## config.mk

```make
export PLATFORM = sky130hd
export DESIGN_NAME = alu16_flags
export DESIGN_NICKNAME = d
export VERILOG_FILES = /design/src/rtl/alu16_pkg.sv /design/src/rtl/alu16_addsub.sv /design/src/rtl/alu16_logshift.sv /design/src/rtl/alu16_flag_reg.sv /design/src/rtl/alu16_flags.sv
export SDC_FILE = /design/constraint.sdc
export NUM_CORES = 1
export LEC_CHECK = 0
export ABC_AREA = 0
export BUFFER_PORTS_ARGS = -buffer_cell sky130_fd_sc_hd__buf_4
export CAP_MARGIN = 5
export CORE_MARGIN = 2
export CORE_UTILIZATION = 62
export CTS_BUF_LIST = sky130_fd_sc_hd__clkbuf_8
export DETAILED_ROUTE_END_ITERATION = 7
export PLACE_DENSITY = 0.85
export SYNTH_ARGS = -nofsm -noshare
export SYNTH_HDL_FRONTEND = slang
export SYNTH_HIERARCHICAL = 1
export SYNTH_SLANG_ARGS = --single-unit
```

## constraint.sdc

```tcl
create_clock -name clk -period 4 [get_ports clk]
set_input_delay 0.2 -clock clk [delete_from_list [all_inputs] [get_ports clk]]
set_output_delay 0.2 -clock clk [all_outputs]
set_load 0.02 [all_outputs]
```

## src/rtl/alu16_pkg.sv

```systemverilog
package alu16_pkg;
    typedef enum logic [3:0] {
        OP_ADD = 4'd0,
        OP_SUB = 4'd1,
        OP_AND = 4'd2,
        OP_OR  = 4'd3,
        OP_XOR = 4'd4,
        OP_INC = 4'd5,
        OP_DEC = 4'd6,
        OP_NOT = 4'd7,
        OP_SHL = 4'd8,
        OP_SHR = 4'd9
    } alu_op_e;

    typedef struct packed {
        logic cf;
        logic pf;
        logic af;
        logic zf;
        logic sf;
        logic of;
    } flags_t;

    localparam int FLAG_N = 6;
endpackage

```

## src/rtl/alu16_addsub.sv

```systemverilog
module alu16_addsub #(
    parameter int DATA_W = 16
) (
    input  logic [DATA_W-1:0] a,
    input  logic [DATA_W-1:0] b,
    input  logic              cin,
    input  logic              sub,
    input  logic              byte_mode,
    output logic [DATA_W-1:0] sum,
    output logic              carry,
    output logic              aux,
    output logic              ovf
);
    localparam int HALF_W = DATA_W / 2;

    logic [DATA_W:0] ext;
    logic            sa, sb, sr;

    always_comb begin
        if (sub)
            ext = {1'b0, a} - {1'b0, b} - {{DATA_W{1'b0}}, cin};
        else
            ext = {1'b0, a} + {1'b0, b} + {{DATA_W{1'b0}}, cin};
        sum   = ext[DATA_W-1:0];
        carry = byte_mode ? ext[HALF_W] : ext[DATA_W];
        sa    = byte_mode ? a[HALF_W-1]   : a[DATA_W-1];
        sb    = byte_mode ? b[HALF_W-1]   : b[DATA_W-1];
        sr    = byte_mode ? sum[HALF_W-1] : sum[DATA_W-1];
        ovf   = sub ? ((sa != sb) && (sr != sa)) : ((sa == sb) && (sr != sa));
        aux   = a[4] ^ b[4] ^ sum[4];
    end
endmodule

```

## src/rtl/alu16_logshift.sv

```systemverilog
module alu16_logshift
    import alu16_pkg::*;
#(
    parameter int DATA_W = 16
) (
    input  logic [DATA_W-1:0] a,
    input  logic [DATA_W-1:0] b,
    input  logic [3:0]        op,
    input  logic              byte_mode,
    output logic [DATA_W-1:0] res,
    output logic              shout,
    output logic              sign_chg
);
    localparam int HALF_W = DATA_W / 2;

    logic top_a, next_a;

    always_comb begin
        top_a    = byte_mode ? a[HALF_W-1] : a[DATA_W-1];
        next_a   = byte_mode ? a[HALF_W-2] : a[DATA_W-2];
        res      = '0;
        shout    = 1'b0;
        sign_chg = 1'b0;
        case (op)
            OP_AND: res = a & b;
            OP_OR:  res = a | b;
            OP_XOR: res = a ^ b;
            OP_NOT: res = ~a;
            OP_SHL: begin
                res      = {a[DATA_W-2:0], 1'b0};
                shout    = top_a;
                sign_chg = top_a ^ next_a;
            end
            OP_SHR: begin
                res      = {1'b0, a[DATA_W-1:1]};
                shout    = a[0];
                sign_chg = top_a;
            end
            default: res = '0;
        endcase
    end
endmodule

```

## src/rtl/alu16_flag_reg.sv

```systemverilog
module alu16_flag_reg
    import alu16_pkg::*;
(
    input  logic   clk,
    input  logic   rst_n,
    input  logic   exec,
    input  flags_t upd,
    input  flags_t nxt,
    output flags_t q
);
    logic [FLAG_N-1:0] upd_v, nxt_v, q_v;

    assign upd_v = upd;
    assign nxt_v = nxt;
    assign q     = q_v;

    for (genvar i = 0; i < FLAG_N; i++) begin : g_bit
        always_ff @(posedge clk or negedge rst_n) begin
            if (!rst_n)
                q_v[i] <= 1'b0;
            else if (exec && upd_v[i])
                q_v[i] <= nxt_v[i];
        end
    end
endmodule

```

## src/rtl/alu16_flags.sv

```systemverilog
module alu16_flags
    import alu16_pkg::*;
#(
    parameter int DATA_W = 16
) (
    input  logic              clk,
    input  logic              rst_n,
    input  logic              exec,
    input  logic [3:0]        op,
    input  logic              byte_mode,
    input  logic              carry_in,
    input  logic [DATA_W-1:0] opnd_a,
    input  logic [DATA_W-1:0] opnd_b,
    output logic [DATA_W-1:0] result,
    output logic              cf,
    output logic              pf,
    output logic              af,
    output logic              zf,
    output logic              sf,
    output logic              of
);
    localparam int HALF_W = DATA_W / 2;

    logic [DATA_W-1:0] width_mask, a_m, b_m, as_b, as_sum, ls_res, res_raw;
    logic              as_cin, as_sub, as_carry, as_aux, as_ovf, ls_out, ls_chg;
    logic              is_arith, is_logic, is_shift, is_incdec;
    flags_t            upd, nxt, q;

    assign width_mask = byte_mode ? {{(DATA_W-HALF_W){1'b0}}, {HALF_W{1'b1}}} : {DATA_W{1'b1}};
    assign a_m = opnd_a & width_mask;
    assign b_m = opnd_b & width_mask;

    assign is_incdec = (op == OP_INC) || (op == OP_DEC);
    assign is_arith  = (op == OP_ADD) || (op == OP_SUB) || is_incdec;
    assign is_logic  = (op == OP_AND) || (op == OP_OR) || (op == OP_XOR);
    assign is_shift  = (op == OP_SHL) || (op == OP_SHR);

    assign as_b   = is_incdec ? {{(DATA_W-1){1'b0}}, 1'b1} : b_m;
    assign as_cin = is_incdec ? 1'b0 : carry_in;
    assign as_sub = (op == OP_SUB) || (op == OP_DEC);

    alu16_addsub #(.DATA_W(DATA_W)) u_addsub (
        .a(a_m), .b(as_b), .cin(as_cin), .sub(as_sub), .byte_mode(byte_mode),
        .sum(as_sum), .carry(as_carry), .aux(as_aux), .ovf(as_ovf)
    );

    alu16_logshift #(.DATA_W(DATA_W)) u_logshift (
        .a(a_m), .b(b_m), .op(op), .byte_mode(byte_mode),
        .res(ls_res), .shout(ls_out), .sign_chg(ls_chg)
    );

    assign res_raw = is_arith ? as_sum : ls_res;
    assign result  = res_raw & width_mask;

    always_comb begin
        upd    = '0;
        nxt.pf = ~^result[7:0];
        nxt.zf = (result == '0);
        nxt.sf = byte_mode ? result[HALF_W-1] : result[DATA_W-1];
        nxt.af = as_aux;
        nxt.cf = 1'b0;
        nxt.of = 1'b0;
        if (is_arith) begin
            nxt.cf = as_carry;
            nxt.of = as_ovf;
            upd    = '{cf: !is_incdec, pf: 1'b1, af: 1'b1, zf: 1'b1, sf: 1'b1, of: 1'b1};
        end else if (is_logic) begin
            upd    = '{cf: 1'b1, pf: 1'b1, af: 1'b0, zf: 1'b1, sf: 1'b1, of: 1'b1};
        end else if (is_shift) begin
            nxt.cf = ls_out;
            nxt.of = ls_chg;
            upd    = '{cf: 1'b1, pf: 1'b1, af: 1'b0, zf: 1'b1, sf: 1'b1, of: 1'b1};
        end
    end

    alu16_flag_reg u_flags (
        .clk(clk), .rst_n(rst_n), .exec(exec), .upd(upd), .nxt(nxt), .q(q)
    );

    assign cf = q.cf;
    assign pf = q.pf;
    assign af = q.af;
    assign zf = q.zf;
    assign sf = q.sf;
    assign of = q.of;

    a_r6_upper_zero: assert property (@(posedge clk) disable iff (!rst_n)
        byte_mode |-> (result[DATA_W-1:HALF_W] == '0));

    a_r12_reserved_zero: assert property (@(posedge clk) disable iff (!rst_n)
        (op > 4'd9) |-> (result == '0));

    a_r12_reserved_keep: assert property (@(posedge clk) disable iff (!rst_n)
        (exec && op > 4'd9) |=> $stable({cf, pf, af, zf, sf, of}));

    a_r9_not_keeps_flags: assert property (@(posedge clk) disable iff (!rst_n)
        (exec && op == OP_NOT) |=> $stable({cf, pf, af, zf, sf, of}));

    a_r8_incdec_keeps_cf: assert property (@(posedge clk) disable iff (!rst_n)
        (exec && (op == OP_INC || op == OP_DEC)) |=> $stable(cf));

    a_r7_logic_clears: assert property (@(posedge clk) disable iff (!rst_n)
        (exec && (op == OP_AND || op == OP_OR || op == OP_XOR)) |=> (!cf && !of && $stable(af)));

    a_r11_idle_hold: assert property (@(posedge clk) disable iff (!rst_n)
        !exec |=> $stable({cf, pf, af, zf, sf, of}));

    a_r5_zero_tracks: assert property (@(posedge clk) disable iff (!rst_n)
        (exec && op <= 4'd9 && op != OP_NOT) |=> (zf == ($past(result) == '0)));
endmodule

```

* After elaboration in Yosys (flattened, before gate mapping)
Cells that the tools add are included.
Operators by class: muxes and demuxes 24, bitwise logic cells 10, reductions and logical operators 19, add/subtract/negate cells 4, equal/unequal tests 12
Operators with widths (number):
- one-hot mux 16 bit (6 select lines) | 1
- AND 16 bit | 4
- two-way mux 16 bit | 3
- two-way mux 6 bit | 3
- adder 16 x 16 -> 17 bit | 1
- adder 17 x 1 -> 17 bit | 1
- two-way mux 17 bit | 1
- subtractor 16 x 16 -> 17 bit | 1
- subtractor 17 x 1 -> 17 bit | 1
- == test 4 x 3 -> 1 bit (second input constant) | 4
- zero test 16 bit | 1
- inverter 16 bit | 1
- bitwise OR 16 bit | 1
- bitwise XOR 16 bit | 1
- two-way mux 1 bit | 14
- == test 4 x 2 -> 1 bit (second input constant) | 2
- == test 4 bit (second input constant) | 2
- logical AND 1 bit | 8
- XNOR reduction 8 bit | 1
- logical OR 1 bit | 7
- == test 4 x 1 -> 1 bit (second input constant) | 1
- zero test 4 bit | 1
- one-hot mux 1 bit (2 select lines) | 2
- bitwise XOR 1 bit | 3
- 3 further kinds | 4
Word-level totals: bits of input ports 41, word-level logic and storage cells 75, bits in registers 6, output and inout port bits 22

* Longest topological paths before layout
Gate-level depths: netlist (run 1).
depth in word-level cells 11, mapped depth 21, gate-level depth less buffers 19

* Modules after synthesis
Netlist (run 1), hierarchy kept.
Modules (own cells, without submodules):
- alu16_addsub | seq. area each 0.0 um^2, area each 2198.4 um^2, instances 1, cells each 312
- alu16_logshift | seq. area each 0.0 um^2, area each 1495.2 um^2, instances 1, cells each 200
- alu16_flags | seq. area each 0.0 um^2, area each 795.8 um^2, instances 1, cells each 116
- alu16_flag_reg | seq. area each 150.1 um^2, area each 262.8 um^2, instances 1, cells each 18

* Least setup slack after synthesis (run 1)
OpenSTA, ideal clock, no wires.
path kind in2reg, start point input op[1], end point register u_flags.q_v[4], in the netlist u_flags/q[4], data required time 3875 ps, cell stages on the path 17, path buffers 1, setup time 125 ps, data arrival time 3669 ps, slack 206 ps, path through buf_4 -> xor2_1 -> nand3_1 -> and2_1 -> ha_1 -> inv_2 -> ha_1 -> a211o_1 -> a21o_1 -> or2_1 -> xor2_1 -> mux2_2 -> mux2i_1 -> ha_1 -> xnor2_1 -> xnor2_1 -> mux2_4
RTL lines:
- start: declaration | RTL line alu16_flags.sv:9 | input logic [3:0] op,
- end signal: indexed assignment | RTL line alu16_flag_reg.sv:22 | q_v[i] <= nxt_v[i];
- end: declaration | RTL line alu16_flag_reg.sv:11 | logic [FLAG_N-1:0] upd_v, nxt_v, q_v;

==> flow_summary.yaml, run 1 <==
run_status:
  status: "complete, no violations"
routing:
  postRouteAntennaNets: 0
  drt_iter0_markers: 515
  drtPass1Iterations: 6
  wl_per_cell_um: 19.1
  drc_errors: 0
  finalWirelength_mm: 15.8
  routed_via_density: 6.36
  num_vias: 5267
floorplan:
  io-pin-count: 63
  core_mm2: 0.00733
  num_rows: 31
  die_x_um: 91.5
  die_h_um: 91.5
  start_util: 0.648
  die_area_mm2: 0.00838
power:
  switchingPower_uw: 647
  power.internal_uw: 631
  cellPowerDensity_mw_per_mm2: 224
  pwr-share-seq: 0.070
  combPwrFrac: 0.856
  vdd_drop_max_mv: 0.163
  leakage_nw: 2.89
  swShare: 0.506
  clockPowerShare: 0.074
yosys:
  syn_area_per_cell_um2: 7.36
  ys_types: 75
  yosysWarnings: 6
  synth_edf_count: 0
  synth_nets: 772
  ys_seq_area_frac: 0.0316
  ys.flop_type: "dfrtp_1"
  async_reset_ff_frac: 1.00
  synth_area_mm2: 0.00475
  synthCells: 646
  ys_ff_latch: 6
layout:
  antenna_cells: 0
  layout_common_cells: "buf_4, inv_1, ha_1"
  final_common_cell: "buf_4"
  utilization: 0.779
  largest_register_ffs: 6
  syn2layout_area_growth_pct: 20.2
  drive_gt1_frac: 0.207
  fin_nets: 857
setup_path:
  reg2reg_depth: 1
  path_class: "input pin to register"
  cp_data_arrival_time_ps: 4120
  crit_required_ps: 4160
  crit_chain: "buf_4, xor2_1, nand3_1, buf_6, nand2b_1, buf_4, fa_1, inv_1, fa_1, nand2b_2, a2111oi_4, or2_4, o211a_4, nor4_1, o311a_1, nor4_4, a32oi_1, o21ai_0, mux2_4"
  cpPeakStageDelay_ps: 430
  rrSetupSlack_ps: 3230
  crit_path_start_kind: "input pin"
  r2r-start: "u_flags/q[1]"
  crit_fanout: 17
  slowest_stage: "a2111oi_4"
  r2r-end: "u_flags/q[1]"
  end_kind: "register"
place:
  port_buffers: 62
  routabilityCongestion: 0.970
  dp_hpwl_mm: 12.1
sta:
  layout_min_cycle_time_ps: 3950
  hold_viol_final: 0
  slew_headroom: 0.564
  max_slew.worst_pin.slew_ps: 652
  clock.fmax_mhz: 253
  fin_crit_sh: 0.989
  tns_ps: 0
  setup_viol_count_final: 0
  whs_ps: 317
  fin_skew_ps: 0
  drv_slew: 0
clock_network:
  numCtsBuffers: 3
  cts_buffer_depth: 2
  clkLatencyLatePin_ps: 220
  clkTransAtPathRegs_ps: 40
  cts_sinks: 6
  cts_tree: "yes"
  ctsHtreeMaxLevel: 1
  root_buffer: "clkbuf_8"
global_route:
  grt_max_degree: 45
  grt_pass1_wl_mm: 24.7
  antenna_found_initial: 0
  grt_overflow_total: 0
  grt_usage: 0.360
  first_global_vias: 5018
flow_run:
  drv_cap: 0
hold_path:
  hold_path.class: "input pin to async pin"
cell usage after synthesis (all sizes together) (9+ instances only):
master     n  area [µm²]
nor3b      9        67.6
o211ai    13        97.6
a21oi     36         184
nor2b     26         163
inv      101         379
mux2      10         139
a2bb2oi   15         131
buf       17         113
and2      18         113
ha        81        1010
a22oi     13        97.6
nor3      12        60.1
o21ai     27         135
nand2b     9        58.8
and3b      9        78.8
xnor2     25         219
nand2     37         139
mux2i     28         280
nor2      34         128
clkbuf    11        41.3
worst max-delay path by stage:
stage                     start  cells past startpoint  slack (ps)      endpoint
after detailed placement  op[1]                     18        -180  u_flags/q[4]
final                     op[1]                     19          50  u_flags/q[5]
after floorplan           op[1]                     17         210  u_flags/q[4]
after CTS                 op[1]                     18          40  u_flags/q[4]
after global placement    op[1]                     18        -120  u_flags/q[4]
after global routing      op[1]                     21         -20  u_flags/q[2]
critical path: cells and delay by family:
| kind | cells | cell delay [ps] |
|---|---|---|
| adder cells (fa/ha/maj) | 2 | 550 |
| AO/OA/AOI/OAI | 5 | 1430 |
| XOR/XNOR | 1 | 170 |
| buffers and inverters | 4 | 480 |
| AND/OR/NAND/NOR | 6 | 1080 |
| multiplexers | 1 | 190 |
through the flow:
step	instances	setup WS, ps	power (mW)	cell area, µm²
final	828	45.6	1.28	5710
after detailed placement	824	-178	1.09	5530
after global placement	824	-123	1.07	5530
after CTS	828	38.0	1.19	5580
after global routing	828	-17.5	1.36	5710
after floorplan	646	206	0.758	4750
power by group through the flow:
stage / Sequential, mW / Combinational, mW / Clock (mW)
floorplan: 0.108 / 0.649 / 0
global placement: 0.0887 / 0.977 / 0
detailed placement: 0.0894 / 1.00 / 0
CTS: 0.0886 / 1.01 / 0.0948
global route: 0.0904 / 1.17 / 0.102
finish: 0.0892 / 1.09 / 0.0951
kinds of logic after synthesis:
| logic type | after synthesis | synth area share |
|---|---|---|
| buffers and inverters | 129 | 0.112 |
| and+or+nand+nor | 196 | 0.241 |
| adders and majority gates | 85 | 0.230 |
| AOI/OAI and AO/OA | 159 | 0.236 |
| xor gates and xnor gates | 33 | 0.0608 |
| muxes | 38 | 0.0882 |
| DFF | 6 | 0.0316 |
layer usage:
| layer | routed length, µm | up-vias | global-route usage |
|---|---|---|---|
| li1 | - | 2429 | - |
| met1 | 6500 | 2475 | 0.460 |
| met2 | 7420 | 306 | 0.611 |
| met3 | 1240 | 57 | 0.0473 |
| met4 | 625 | 0 | 0.140 |
| met5 | 0 | - | 0 |
timing repair:
action	CTS	global route
hold buffers	1	0
setup buffers	0	0
setup endpoints to repair	0	8
gates resized for setup	0	25
endpoints found under the hold margin	6	0
cell type report:
class	count	area, µm²
Fill cell	572	1620
Sequential cell	6	150
Clock buffer	3	41.3
Tap cell	99	124
Multi-Input combinational cell	511	4200
Timing Repair Buffer	108	817
Inverter	101	379
(Power assumes the default switching activity.)
==> inputs of run 2 (changes only) <==
CAP_MARGIN = 10   (was 5)
RECOVER_POWER = 25   (was default)
SETUP_SLACK_MARGIN = 0.15   (was default)
==> run 2 against run 1 <==
Net effect:
- the run now ends with DRC left
- register-to-register slack about the same
- critical path depth up 1
- sequential power is essentially flat
- first-iteration DRC count grew 13%
- hold slack better by 58 ps
- total power increased by 3.4%
- design area increased by 2.8%
- maximum frequency grew 5.6%
- die area did not move
- non-clock buffer count increased by 7
- largest cell class unchanged
==> flow_summary.yaml, run 2 (same netlist as run 1, synthesis figures left out) <==
power:
  cellPowerDensity_mw_per_mm2: 225
  vdd_drop_max_mv: 0.179
  leakage_nw: 2.92
  power_mw: 1.32
place:
  port_buffers: 62
  routabilityCongestion: 0.970
  dp.cells: 824
  dp_hpwl_mm: 12.1
  dp_slack_ps: -178
setup_path:
  crit_required_ps: 4110
  end_kind: "register"
  crit_path_start_kind: "input pin"
  path_class: "input pin to register"
  reg2reg_depth: 1
  crit_fanout: 5
  slowest_stage: "o41a_1"
  crit_chain: "buf_8, xor2_2, nand3_2, buf_6, and2_4, inv_2, fa_2, inv_2, fa_2, and2b_4, o21ai_4, a32oi_2, nor2b_4, o41a_1, xnor2_1, mux2i_1, nor2_2, mux2_4, o211a_1, mux2_4"
  cpPeakStageDelay_ps: 430
  cp_data_arrival_time_ps: 3850
clock_network:
  cts_buffer_depth: 2
  clkLatencyLatePin_ps: 220
  cts_tree: "yes"
  root_buffer: "clkbuf_8"
  cts_sinks: 6
  ctsHtreeMaxLevel: 1
  clkTransAtPathRegs_ps: 40
  numCtsBuffers: 3
run_status:
  violations: "DRC"
  status: "finished with violations"
sta:
  drv_slew: 0
  max_slew.worst_pin.slew_ps: 691
  setup_slack_ps: 256
  whs_ps: 375
  hold_viol_final: 0
  setup_viol_count_final: 0
  fin_skew_ps: 0
  rsz0062_at_grt: "true"
  layout_min_cycle_time_ps: 3740
  clock.fmax_mhz: 267
  slew_headroom: 0.537
  fin_crit_sh: 0.936
floorplan:
  die_x_um: 91.5
  die_h_um: 91.5
  io-pin-count: 63
  start_util: 0.648
  die_area_mm2: 0.00838
  num_rows: 31
  core_mm2: 0.00733
flow_run:
  drv_cap: 0
routing:
  drt_iter0_markers: 583
  drc_errors: 1
  wl_per_cell_um: 19.4
  num_vias: 5294
  routed_via_density: 6.34
  finalWirelength_mm: 16.2
  postRouteAntennaNets: 0
  drtPass1Iterations: 8
layout:
  largest_register_ffs: 6
  num-fill-cells: 549
  utilization: 0.801
  drive_gt1_frac: 0.234
  syn2layout_area_growth_pct: 23.5
  final_common_cell: "buf_4"
  fin_cells: 835
  fin_nets: 864
  layout_common_cells: "buf_4, inv_1, ha_1"
  antenna_cells: 0
global_route:
  grt_overflow_total: 0
  first_global_vias: 5095
  grt_usage: 0.366
  grt_pass1_wl_mm: 25.0
  grt_max_degree: 45
  antenna_found_initial: 0
hold_path:
  hold_path.class: "input pin to register"
  hold_depth: 3
[run 2: cell types whose count changed in the layout (fill, tap and decap cells not counted), sizes merged]
| cell | change |
|---|---|
| clkbuf | +3 |
| buf | +4 |
[run 2: worst paths after layout]
check                      slack [ps]            to          from
setup / recovery                  260  u_flags/q[2]         op[0]
hold / removal                    370  u_flags/q[0]          exec
setup reg to reg                 3230  u_flags/q[1]  u_flags/q[1]
hold reg to reg                   510  u_flags/q[0]  u_flags/q[0]
max in group asynchronous        3360  u_flags/q[0]         rst_n
min in group asynchronous         390  u_flags/q[3]         rst_n
[run 2: final cells by class]
type | instances | area [µm²] | area share
multi-input cells | 511 | 4310 | 0.734
repair buffers | 115 | 865 | 0.147
inverters | 101 | 379 | 0.0646
flip-flops and latches | 6 | 150 | 0.0256
well taps | 99 | 124 | 0.0211
clock buffers | 3 | 41.3 | 0.00703
[run 2: critical path: cells and delay by family]
family	cells	cell delay, ps
AOI/OAI and AO/OA	4	970
xor gates and xnor gates	2	310
adders and majority gates	2	550
buffers and inverters	4	360
muxes	3	720
and+or+nand+nor	5	720
[run 2: where the power goes]
group	total (mW)	leakage, nW	internal, mW	switching, mW
clock	0.0948	0.0216	0.0650	0.0298
combinational	1.14	2.82	0.512	0.626
sequential	0.0889	0.0775	0.0782	0.0107
[run 2: routing by layer]
layer	share of wire	GRT usage	vias to the layer above
met5	0	0	-
met4	0.033	0.138	0
met3	0.088	0.0465	60
met2	0.47	0.632	314
met1	0.41	0.461	2480
li1	-	-	2440
[run 2: stage by stage]
step / TNS [ps] / instance area (µm²)
2_1_floorplan: 0 / 4750
6_report: 0 / 5870
3_5_place_dp: -443 / 5530
4_1_cts: 0 / 5650
3_3_place_gp: -214 / 5530
5_1_grt: 0 / 5870
[run 2: repair_timing]
| item | CTS | global route |
|---|---|---|
| hold buffers | 1 | 0 |
| endpoints found under the setup margin | 3 | 11 |
| hold endpoints to repair | 6 | 0 |
| setup buffers | 0 | 5 |
| gates cloned | 0 | 2 |
| resized for setup | 10 | 43 |
| pin swaps | 2 | 18 |
